<file path="src/rtl/alu_pkg.sv">
package alu_pkg;
  typedef enum logic [1:0] {
    OP_AND  = 2'd0,
    OP_OR   = 2'd1,
    OP_SUM  = 2'd2,
    OP_LESS = 2'd3
  } alu_op_e;
endpackage

</file>
<file path="src/rtl/alu_slice.sv">
module alu_slice
  import alu_pkg::*;
(
  input  logic    a_i,
  input  logic    b_i,
  input  logic    b_invert_i,
  input  logic    carry_i,
  input  logic    less_i,
  input  alu_op_e op_i,
  output logic    res_o,
  output logic    sum_o,
  output logic    carry_o
);
  logic b_eff;
  logic half;

  assign b_eff   = b_i ^ b_invert_i;
  assign half    = a_i ^ b_eff;
  assign sum_o   = half ^ carry_i;
  assign carry_o = (a_i & b_eff) | (carry_i & half);

  always_comb begin
    unique case (op_i)
      OP_AND:  res_o = a_i & b_eff;
      OP_OR:   res_o = a_i | b_eff;
      OP_SUM:  res_o = sum_o;
      default: res_o = less_i;
    endcase
  end
endmodule

</file>
<file path="src/rtl/alu_msb_slice.sv">
module alu_msb_slice
  import alu_pkg::*;
(
  input  logic    a_i,
  input  logic    b_i,
  input  logic    b_invert_i,
  input  logic    carry_i,
  input  alu_op_e op_i,
  output logic    res_o,
  output logic    sum_o,
  output logic    carry_o,
  output logic    set_o,
  output logic    ovf_o
);
  logic b_eff_chk;

  alu_slice u_slice (
    .a_i        (a_i),
    .b_i        (b_i),
    .b_invert_i (b_invert_i),
    .carry_i    (carry_i),
    .less_i     (1'b0),
    .op_i       (op_i),
    .res_o      (res_o),
    .sum_o      (sum_o),
    .carry_o    (carry_o)
  );

  assign ovf_o     = carry_i ^ carry_o;
  // sign of the true (infinite precision) difference
  assign set_o     = sum_o ^ ovf_o;
  assign b_eff_chk = b_i ^ b_invert_i;

  always_comb begin
    if (ovf_o) begin
      AST_OVF_SIGNS: assert ((a_i == b_eff_chk) && (sum_o != a_i));
    end
  end
endmodule

</file>
<file path="src/rtl/alu_zero_detect.sv">
module alu_zero_detect #(
  parameter int WIDTH = 32
) (
  input  logic [WIDTH-1:0] res_i,
  output logic             zero_o
);
  assign zero_o = ~|res_i;
endmodule

</file>
<file path="src/rtl/alu_ripple.sv">
module alu_ripple
  import alu_pkg::*;
#(
  parameter int WIDTH = 32
) (
  input  logic [WIDTH-1:0] a_i,
  input  logic [WIDTH-1:0] b_i,
  input  logic             b_invert_i,
  input  logic [1:0]       op_i,
  output logic [WIDTH-1:0] result_o,
  output logic             zero_o,
  output logic             carry_o,
  output logic             overflow_o
);
  localparam int MSB = WIDTH - 1;

  alu_op_e          op_w;
  logic [WIDTH-1:0] res_w;
  logic [WIDTH-1:0] sum_w;
  logic             set_w;
  logic             ovf_w;

  assign op_w = alu_op_e'(op_i);

  for (genvar i = 0; i < WIDTH; i++) begin : gen_bit
    logic cin_w;
    logic cout_w;
    if (i == 0) begin : g_cin0
      assign cin_w = b_invert_i;
    end else begin : g_cinn
      assign cin_w = gen_bit[i-1].cout_w;
    end
    if (i == MSB) begin : g_msb
      alu_msb_slice u_msb (
        .a_i        (a_i[i]),
        .b_i        (b_i[i]),
        .b_invert_i (b_invert_i),
        .carry_i    (cin_w),
        .op_i       (op_w),
        .res_o      (res_w[i]),
        .sum_o      (sum_w[i]),
        .carry_o    (cout_w),
        .set_o      (set_w),
        .ovf_o      (ovf_w)
      );
    end else begin : g_mid
      logic less_w;
      // only bit 0 receives the fed-back sign
      assign less_w = (i == 0) ? set_w : 1'b0;
      alu_slice u_slice (
        .a_i        (a_i[i]),
        .b_i        (b_i[i]),
        .b_invert_i (b_invert_i),
        .carry_i    (cin_w),
        .less_i     (less_w),
        .op_i       (op_w),
        .res_o      (res_w[i]),
        .sum_o      (sum_w[i]),
        .carry_o    (cout_w)
      );
    end
  end

  alu_zero_detect #(.WIDTH(WIDTH)) u_zero (
    .res_i  (res_w),
    .zero_o (zero_o)
  );

  assign result_o   = res_w;
  assign carry_o    = gen_bit[MSB].cout_w;
  assign overflow_o = ovf_w;

  logic [WIDTH-1:0] b_eff_chk;
  logic [WIDTH:0]   ref_sum;
  assign b_eff_chk = b_invert_i ? ~b_i : b_i;
  assign ref_sum   = {1'b0, a_i} + {1'b0, b_eff_chk} + {{WIDTH{1'b0}}, b_invert_i};

  always_comb begin
    AST_SUM_CHAIN: assert ({carry_o, sum_w} == ref_sum);
    if (op_w == OP_AND) begin
      AST_AND_SEL: assert (result_o == (a_i & b_eff_chk));
    end
    if (op_w == OP_LESS) begin
      AST_LESS_UPPER: assert (result_o[MSB:1] == '0);
    end
    if (op_w == OP_LESS && b_invert_i) begin
      AST_LESS_SIGNED: assert (result_o[0] == ($signed(a_i) < $signed(b_i)));
    end
    if (op_w == OP_SUM && b_invert_i) begin
      AST_EQ_ZERO: assert (zero_o == (a_i == b_i));
    end
  end
endmodule

</file>
<file path="config.mk">
export PLATFORM = sky130hd
export DESIGN_NAME = alu_ripple
export DESIGN_NICKNAME = d
export VERILOG_FILES = /design/src/rtl/alu_pkg.sv /design/src/rtl/alu_slice.sv /design/src/rtl/alu_msb_slice.sv /design/src/rtl/alu_zero_detect.sv /design/src/rtl/alu_ripple.sv
export SDC_FILE = /design/constraint.sdc
export NUM_CORES = 1
export LEC_CHECK = 0
export BUFFER_PORTS_ARGS = -buffer_cell sky130_fd_sc_hd__buf_2
export CAP_MARGIN = 30
export CORE_AREA = 3 3 104 106
export DETAILED_ROUTE_END_ITERATION = 7
export DIE_AREA = 0 0 107 109
export SLEW_MARGIN = 40
export SYNTH_ARGS = -nofsm -noshare
export SYNTH_HDL_FRONTEND = slang
export SYNTH_SLANG_ARGS = --single-unit
</file>
<file path="constraint.sdc">
create_clock -name vclk -period 14.2
set_input_delay 0.71 -clock vclk [all_inputs]
set_output_delay 0.71 -clock vclk [all_outputs]
set_load 0.05 [all_outputs]
</file>
Yosys cells after proc, flatten, opt, wreduce, memory -nomap -nowiden
Cells that the tools add are included.
{"block": "classes", "eq_ne": 2, "bitwise_logic": 226, "n_reduce_logical": 3, "mux": 32}
{"cell": "XOR 1 bit", "count": 98}
{"cell": "one-hot mux 1 bit (3 select lines)", "count": 32}
{"cell": "bitwise AND 1 bit", "count": 64}
{"cell": "OR 1 bit", "count": 64}
{"cell": "OR reduction 32 bit", "count": 1}
{"cell": "equality test 2 x 1 -> 1 bit, second input constant", "count": 1}
{"cell": "equality test 2 bit, second input constant", "count": 1}
{"cell": "logical NOT 2 bit", "count": 1}
{"cell": "logical NOT 1 bit", "count": 1}
{"block": "word_totals", "in_bits": 67, "ff_bits": 0, "wordCells": 263}

Longest topological paths before layout
Gate-level depths: netlist of the first run.
{"block": "depth", "ltp_word": 71, "depth_mapped": 40, "mapped_depth_nobuf": 38}

Modules after synthesis
From an unflattened synthesis of the first run, not the netlist that was laid out.
{"block": "hier_totals", "cells_unflattened": 367, "area_unflattened_um2": 3275.6}
{"module": "alu_slice", "seq_area_each_um2": 0.0, "instances": 32, "cells_each": 11, "area_per_inst_um2": 98.8}
{"module": "alu_zero_detect", "seq_area_each_um2": 0.0, "instances": 1, "cells_each": 11, "area_per_inst_um2": 72.6}
{"module": "alu_msb_slice", "seq_area_each_um2": 0.0, "instances": 1, "cells_each": 3, "area_per_inst_um2": 36.3}
{"module": "alu_ripple", "seq_area_each_um2": 0.0, "instances": 1, "cells_each": 1, "area_per_inst_um2": 3.8}

Worst setup path before layout of the first run
Ideal clock, no wire load.
{"block": "synth_timing", "path_type": "input port to output port", "startpoint": "input port b_invert_i", "endpoint": "output port zero_o", "arrival_ns": 14.342, "cell_stages": 40, "setup_slack_ns": -0.852, "cell_sequence": "clkbuf_1 buf_2 xor2_1 fa_1 fa_1 fa_1 fa_1 fa_1 fa_1 fa_1 fa_1 fa_1 fa_1 fa_1 fa_1 fa_1 fa_1 fa_1 (+4 left out) fa_1 fa_1 fa_1 fa_1 fa_1 fa_1 fa_1 fa_1 fa_1 inv_1 fa_1 fa_1 fa_1 nor2b_1 o31a_1 nor4_1 nand4_1 nor4_2"}
{"element": "start: declaration", "line": "alu_ripple.sv:8", "source": "input logic b_invert_i,"}
{"element": "XOR 1 bit", "line": "alu_slice.sv:17", "source": "assign b_eff = b_i ^ b_invert_i;"}
{"element": "XOR 1 bit", "line": "alu_slice.sv:18", "source": "assign half = a_i ^ b_eff;"}
{"element": "bitwise AND 1 bit", "line": "alu_slice.sv:20", "source": "assign carry_o = (a_i & b_eff) | (carry_i & half);"}
{"element": "OR 1 bit", "line": "alu_slice.sv:20"}
{"element": "bitwise AND 1 bit", "line": "alu_slice.sv:20"}
{"element": "OR 1 bit", "line": "alu_slice.sv:20"}
{"element": "bitwise AND 1 bit", "line": "alu_slice.sv:20"}
{"element": "OR 1 bit", "line": "alu_slice.sv:20"}
{"element": "(+53 left out)"}
{"element": "OR 1 bit", "line": "alu_slice.sv:20"}
{"element": "bitwise AND 1 bit", "line": "alu_slice.sv:20"}
{"element": "OR 1 bit", "line": "alu_slice.sv:20"}
{"element": "XOR 1 bit", "line": "alu_slice.sv:19", "source": "assign sum_o = half ^ carry_i;"}
{"element": "one-hot mux 1 bit (3 select lines) (*)", "line": "alu_slice.sv:23", "source": "unique case (op_i)"}
{"element": "named net gen_bit[31].g_msb.u_msb.res_o", "line": "alu_msb_slice.sv:9", "source": "output logic res_o,"}
{"element": "OR reduction 32 bit (*)", "line": "alu_zero_detect.sv:7", "source": "assign zero_o = ~|res_i;"}
{"element": "logical NOT 1 bit (*)", "line": "alu_zero_detect.sv:7"}
{"element": "end: declaration", "line": "alu_ripple.sv:11", "source": "output logic zero_o,"}
Mark *: on every way through the listed nets, which the timed path passes. The rest lies on a longest branch.

Worst setup path in the final report of the first run
{"block": "layout_timing", "startpoint": "input port b_i[0]", "endpoint": "output port zero_o"}
{"block": "layout_via", "elab_chain_cells": 71}
{"element": "start: declaration", "line": "alu_ripple.sv:7", "source": "input logic [WIDTH-1:0] b_i,"}
{"element": "XOR 1 bit (*)", "line": "alu_slice.sv:17"}
{"element": "XOR 1 bit", "line": "alu_slice.sv:18"}
{"element": "bitwise AND 1 bit", "line": "alu_slice.sv:20"}
{"element": "OR 1 bit", "line": "alu_slice.sv:20"}
{"element": "bitwise AND 1 bit", "line": "alu_slice.sv:20"}
{"element": "OR 1 bit", "line": "alu_slice.sv:20"}
{"element": "bitwise AND 1 bit", "line": "alu_slice.sv:20"}
{"element": "OR 1 bit", "line": "alu_slice.sv:20"}
{"element": "(+55 left out)"}
{"element": "OR 1 bit", "line": "alu_slice.sv:20"}
{"element": "bitwise AND 1 bit", "line": "alu_slice.sv:20"}
{"element": "OR 1 bit", "line": "alu_slice.sv:20"}
{"element": "XOR 1 bit", "line": "alu_msb_slice.sv:29", "source": "assign ovf_o = carry_i ^ carry_o;"}
{"element": "XOR 1 bit", "line": "alu_msb_slice.sv:31", "source": "assign set_o = sum_o ^ ovf_o;"}
{"element": "one-hot mux 1 bit (3 select lines)", "line": "alu_slice.sv:23"}
{"element": "OR reduction 32 bit (*)", "line": "alu_zero_detect.sv:7"}
{"element": "logical NOT 1 bit (*)", "line": "alu_zero_detect.sv:7"}
Mark *: on every way between the ends. The rest lies on a longest branch, timed or not.

==> metrics, run 1 <==
Worst Hold Path EP result_o[11]; Final setup viols 0; most frequent cells after synthesis inv_1 (67), ha_1 (64), buf_4 (36); post-synth cell types 23; power per cell area 56.0 nW/µm²; Mapped Cells 327; Final Util 0.355; global route total overflow 0; Max Cap Violations 0; Die Footprint 11,700 µm²; Rel. slew slack 0.501; Yosys top cell by area ha_1; core area 9860 µm²; Slew @ Worst Pin 0.749 ns; Seq cells 0; area grow syn2layout 17.8%; fraction of layout instances using a drive strength above 1 0.371; via count 2,304; largest net degree at the start of global routing 40; Routability Congestion 0.753; die span in y 109 µm; RSZ-0062 raised after global routing no; Post-CTS Setup Repair Bufs 0; DR pass1 iterations 4; first-pass GRT wire length 11.8 mm; GR peak layer met2; nets 559; final hold violations 0; final period utilization 0.972; Filler Cells Inserted 1,023; most frequent cell on the critical path fa_2; worst vdd ir 34.4 µV; crit path DAT 13.10 ns; final worst path period need 13.81 ns; CP endpoint kind output port; worst hold slack 2.04 ns; syn avg cell area 9.10 µm²; CP Class in -> out; Synth Cell Area 2980 µm²; PortBufs 102; flip-flop and latch area 0 µm²; DRC 0; Starting Density 0.302; final wirelength 7.18 mm; Mapped Nets 490; placement row count 36; met1 usage 0.161; Leak 1.95 nW; hold_sp a_i[11]; DIE WIDTH 107 µm; routing usage on met2 0.233; outcome completed; worst hold path cell count 5; HPWL Detailed 6.11 mm; DR vias/cell 4.37; Yosys Warn Count 0; Top Ports 102; Fmax 72.4 MHz; startpoint types input port; largest stage delay on the critical path 0.43 ns; Post-DRT Antenna Nets 0; Worst Hold Class in -> out; crit path max fanout 2; WP buf/inv 3; cell family with most CP delay adder cells; grt met3 use 0.00533; Final Max Tran Viols 0; clock buf count 0; Critical Path RT 13.49 ns; CP max-delay cell fa_2; drt first-iter violations 54; most frequent cell after synthesis inv_1; sequential cell area fraction in the yosys report 0; vias in the first global route 2,469; initial antenna violation count 0; total track usage 0.123; Tot Pwr 0.196 mW; top cells by area, synth ha_1 (27%), fa_1 (22%), xor2_1 (9.7%); Routed wire per std cell 13.6 µm; top-area cell type share of the netlist area 0.269; n_diodes 0
-- final cells by class --
| type | instances | area [µm²] | share of cell area |
|---|---|---|---|
| inverter | 67 | 251 | 0.0718 |
| timing repair buffer | 114 | 607 | 0.173 |
| multi-input combinational | 213 | 2480 | 0.708 |
| tap | 133 | 166 | 0.0475 |
-- routing by layer --
metal / vias up / share of wire
li1: 1121 / -
met1: 1108 / 0.44
met2: 69 / 0.51
met3: 6 / 0.042
met4: 0 / 0.0082
met5: - / 0
-- where the power goes --
group / total, mW / internal (mW) / switching (mW)
logic: 0.196 / 0.0665 / 0.130
clock network: 0 / 0 / 0
registers: 0 / 0 / 0
-- tightest hold or removal path, cell delays in order --
cell and delay, ns:
buf_2 0.13, inv_1 0.05, ha_1 0.13, o22ai_1 0.09, buf_2 0.22
-- cell families after synthesis --
logic type | synth area share
AOI/OAI and AO/OA | 0.0728
xor gates and xnor gates | 0.100
adders and majority gates | 0.484
buffers and inverters | 0.197
muxes | 0.106
and+or+nand+nor | 0.0404
-- worst max path at each step --
stage	from	to	slack, ns	cells after the start
final	b_i[0]	zero_o	0.39	40
after global routing	b_i[0]	zero_o	0.04	40
after CTS	b_invert_i	zero_o	0.04	40
after detailed placement	b_invert_i	zero_o	-0.50	40
after global placement	b_invert_i	zero_o	-0.27	40
after floorplan	b_invert_i	zero_o	0.02	40
-- placed cells by master (no fill, tap or decap) --
master      n
buf_2     101
inv_1      67
ha_1       64
xor2_1     33
mux2i_1    28
o22ai_1    28
fa_2       27
buf_4      12
nor4_1      6
nor2b_1     5
fa_1        5
o21ai_0     3
o31a_1      3
nand2_1     2
mux2_2      1
and2b_1     1
nand2b_1    1
mux4_2      1
xnor2_2     1
nor4_2      1
nand4_1     1
nor3_1      1
nor4_4      1
buf_6       1
-- stage by stage --
step	TNS (ns)	std cells	area, µm²	worst slack (ns)
finish	0	527	3500	0.391
global route	0	527	3500	0.0379
CTS	0	527	3500	0.0365
detailed placement	-0.549	527	3450	-0.504
global placement	-0.267	527	3450	-0.267
floorplan	0	327	3030	0.0237
-- timing repair --
| action | in CTS | in global routing |
|---|---|---|
| hold buffers | 0 | 0 |
| gates resized for setup | 21 | 0 |
| endpoints found under the setup margin | 2 | 1 |
| pin swaps | 7 | 4 |
No activity file was read; power rests on OpenSTA's default activity.
==> inputs of run 2 (changes only) <==
PLACE_DENSITY = 0.66   (was default)
SKIP_LAST_GASP = 1   (was default)
==> run 2 against run 1 <==
Sequential share of layout area stayed put. Hold slack better by 0.0053 ns. First-iteration DRC count up 20%. Flip-flop and latch count unchanged. Fmax is essentially flat. Critical path depth stayed put. Cell count stayed put. Critical path type unchanged.
==> metrics, run 2 (synthesized netlist as in run 1, its figures left out) <==
outcome completed; Final Max Tran Viols 0; Final Util 0.355; Starting Density 0.302; placement row count 36; Post-DRT Antenna Nets 0; TNS Setup 0 ns; RSZ-0062 raised after global routing no; DRC 0; via count 2,264; DIE WIDTH 107 µm; Crit. Startpoint b_i[0]; CP Class in -> out; PortBufs 102; area grow syn2layout 17.5%; initial antenna violation count 0; Fmax 72.4 MHz; first-pass GRT wire length 11.6 mm; Slew @ Worst Pin 0.753 ns; Die Footprint 11,700 µm²; Rel. slew slack 0.498; Critical Path RT 13.49 ns; Leak 1.95 nW; Final setup viols 0; Routed wire per std cell 13.5 µm; vias in the first global route 2,413; largest net degree at the start of global routing 40; dpl ws -0.353 ns; flip-flop and latch area 0 µm²; power per cell area 55.7 nW/µm²; worst hold slack 2.05 ns; final worst path period need 13.81 ns; hold_sp a_i[11]; largest stage delay on the critical path 0.39 ns; Seq cells 0; core area 9860 µm²; crit path DAT 13.10 ns; HPWL Detailed 6.01 mm; crit path max fanout 2; fraction of layout instances using a drive strength above 1 0.365; Worst Hold Path EP result_o[11]; DR pass1 iterations 4; most frequent cell on the critical path fa_2; nets 559; Routability Congestion 0.749; Top Ports 102; die span in y 109 µm; final hold violations 0; worst vdd ir 36.5 µV; CP max-delay cell fa_1; final period utilization 0.972; Max Cap Violations 0; worst hold path cell count 5; most frequent cells in the layout buf_2 (101), inv_1 (66), ha_1 (64); DP Area 3450 µm²; clock buf count 0; design area 3500 µm²; DR vias/cell 4.30; worst setup margin 0.394 ns; CP endpoint kind output port; n_diodes 0; final wirelength 7.13 mm; startpoint types input port; drt first-iter violations 65; most common cell after layout, fill and taps aside buf_2; Worst Hold Class in -> out; global route total overflow 0; total track usage 0.121
[run 2: cell types whose count changed in the layout (fill, tap and decap cells not counted)]
cell,delta
inv_2,+1
fa_1,+3
fa_2,-3
inv_1,-1
[run 2: worst max-delay path by stage]
| stage | endpoint | slack [ns] |
|---|---|---|
| floorplan | zero_o | 0.02 |
| global placement | zero_o | -0.24 |
| detailed placement | zero_o | -0.35 |
| CTS | zero_o | 0.03 |
| global route | zero_o | 0.02 |
| finish | zero_o | 0.39 |
[run 2: final cells by class]
type | count | area (µm²)
fill | 1022 | 6370
inverter | 67 | 251
tap | 133 | 166
multi-input combinational | 213 | 2470
timing repair buffer | 114 | 607
[run 2: timing repair]
action | 4_1_cts | 5_1_grt
setup buffers | 0 | 0
endpoints found under the setup margin | 1 | 1
pin swaps | 2 | 4
hold buffers | 0 | 0
resized for setup | 12 | 7
[run 2: through the flow]
stage,power [mW],cells
final,0.195,527
after global routing,0.216,527
after CTS,0.197,527
after detailed placement,0.194,527
after global placement,0.189,527
after floorplan,0.161,327
[run 2: metal layers]
layer | GRT usage | vias up | routed length, µm
li1 | - | 1122 | -
met1 | 0.168 | 1078 | 3320
met2 | 0.226 | 64 | 3510
met3 | 0.00296 | 0 | 301
met4 | 0 | 0 | 0
met5 | 0 | - | 0
[run 2: worst max-delay path, delay by kind of cell]
kind / cells / cell delay [ns]
adder cells (fa/ha/maj): 31 / 10.60
AND/OR/NAND/NOR: 4 / 0.78
buffers and inverters: 3 / 0.35
multiplexers: 1 / 0.33
AO/OA/AOI/OAI: 1 / 0.30
[run 2: power breakdown]
group / total [mW] / internal [mW] / switching [mW]
Combinational: 0.195 / 0.0658 / 0.129
Clock: 0 / 0 / 0
Sequential: 0 / 0 / 0
Total: 0.195 / 0.0658 / 0.129
==> inputs of run 3 (changes only) <==
GPL_TIMING_DRIVEN = 0   (was default)
REMOVE_ABC_BUFFERS = 1   (was default)
==> run 3 against run 2 <==
Utilization is 0.84 points lower. Cell count shrank 1.9%. Combinational power is 3% lower. Design area down 2.4%. Non-clock buffer count shrank 10. Hold slack lost 0.011 ns. Flip-flop and latch count stayed put. Critical path type unchanged. Highest routed layer unchanged.
==> metrics, run 3 (synthesized netlist as in run 1, its figures left out) <==
outcome completed; Final Max Tran Viols 0; nets 549; Leak 1.90 nW; TNS Setup 0 ns; area grow syn2layout 14.8%; Reg power frac 0; n_diodes 0; Comb power frac 1.000; Net Switching 0.126 mW; final wirelength 6.57 mm; final hold violations 0; GR peak layer met2; Internal 0.0632 mW; largest net degree at the start of global routing 40; drt first-iter violations 60; DP Area 3330 µm²; Top Ports 102; Final Util 0.346; Final setup viols 0; DR pass1 iterations 3; fin cells 517; met1 usage 0.139; Seq cells 0; design area 3410 µm²; vias in the first global route 2,333; total track usage 0.109; flip-flop and latch area 0 µm²; HPWL Detailed 5.34 mm; final worst path period need 13.83 ns; CP endpoint kind output port; worst vdd ir 29.5 µV; switching share of power 0.666; RSZ-0062 raised after global routing no; clock buf count 0; CP Class in -> out; Starting Density 0.302; most frequent cells in the layout buf_2 (99), inv_1 (67), ha_1 (64); die span in y 109 µm; core area 9860 µm²; Die Footprint 11,700 µm²; grt met3 use 0.00118; PortBufs 102; worst setup margin 0.367 ns; startpoint types input port; most common cell after layout, fill and taps aside buf_2; final period utilization 0.974; worst hold slack 2.04 ns; power per cell area 55.4 nW/µm²; via count 2,254; DIE WIDTH 107 µm; dpl ws -1.29 ns; DR vias/cell 4.36; Worst Hold Class in -> out; CP max-delay cell fa_1; WP buf/inv 3; Routability Congestion 0.683; global route total overflow 0; Slew @ Worst Pin 0.765 ns; cell family with most CP delay adder cells; Filler Cells Inserted 1,016; routing usage on met2 0.216; Critical Path RT 13.49 ns; crit path max fanout 34; clock share of power 0; Post-DRT Antenna Nets 0; DRC 0; placement row count 36; largest stage delay on the critical path 0.40 ns; most frequent cell on the critical path fa_2; count of hold buffers inserted by post-cts repair 0; Max Cap Violations 0; fraction of layout instances using a drive strength above 1 0.339; Rel. slew slack 0.490; first-pass GRT wire length 10.6 mm; initial antenna violation count 0; placed cell count 515; Routed wire per std cell 12.7 µm; Fmax 72.3 MHz; crit path DAT 13.12 ns; Tot Pwr 0.189 mW
==> run 3: path summary, 6_finish.rpt <==
kind	from	end	cells past startpoint
worst max-delay path	b_invert_i	zero_o	40
worst min-delay path	a_i[12]	result_o[12]	5
==> run 3: layout make-up <==
class | count | area (µm²) | share of cell area
Inverter | 67 | 251 | 0.0737
Tap cell | 133 | 166 | 0.0487
Timing Repair Buffer | 104 | 546 | 0.160
Multi-Input combinational cell | 213 | 2450 | 0.718
==> run 3: power groups by stage <==
| stage | clock network [mW] | logic [mW] | registers (mW) |
|---|---|---|---|
| 2_1_floorplan | 0 | 0.132 | 0 |
| 3_3_place_gp | 0 | 0.179 | 0 |
| 3_5_place_dp | 0 | 0.186 | 0 |
| 4_1_cts | 0 | 0.191 | 0 |
| 5_1_grt | 0 | 0.211 | 0 |
| 6_report | 0 | 0.189 | 0 |
==> run 3: what timing repair did <==
item | CTS | global route
buffers inserted | 1 | 1
setup endpoints to repair | 7 | 2
pin swaps | 2 | 2
gates resized for setup | 22 | 4
==> run 3: layer usage <==
layer | vias up | share of wire
met5 | - | 0
met4 | 0 | 0
met3 | 0 | 0.040
met2 | 61 | 0.51
met1 | 1086 | 0.45
li1 | 1107 | -
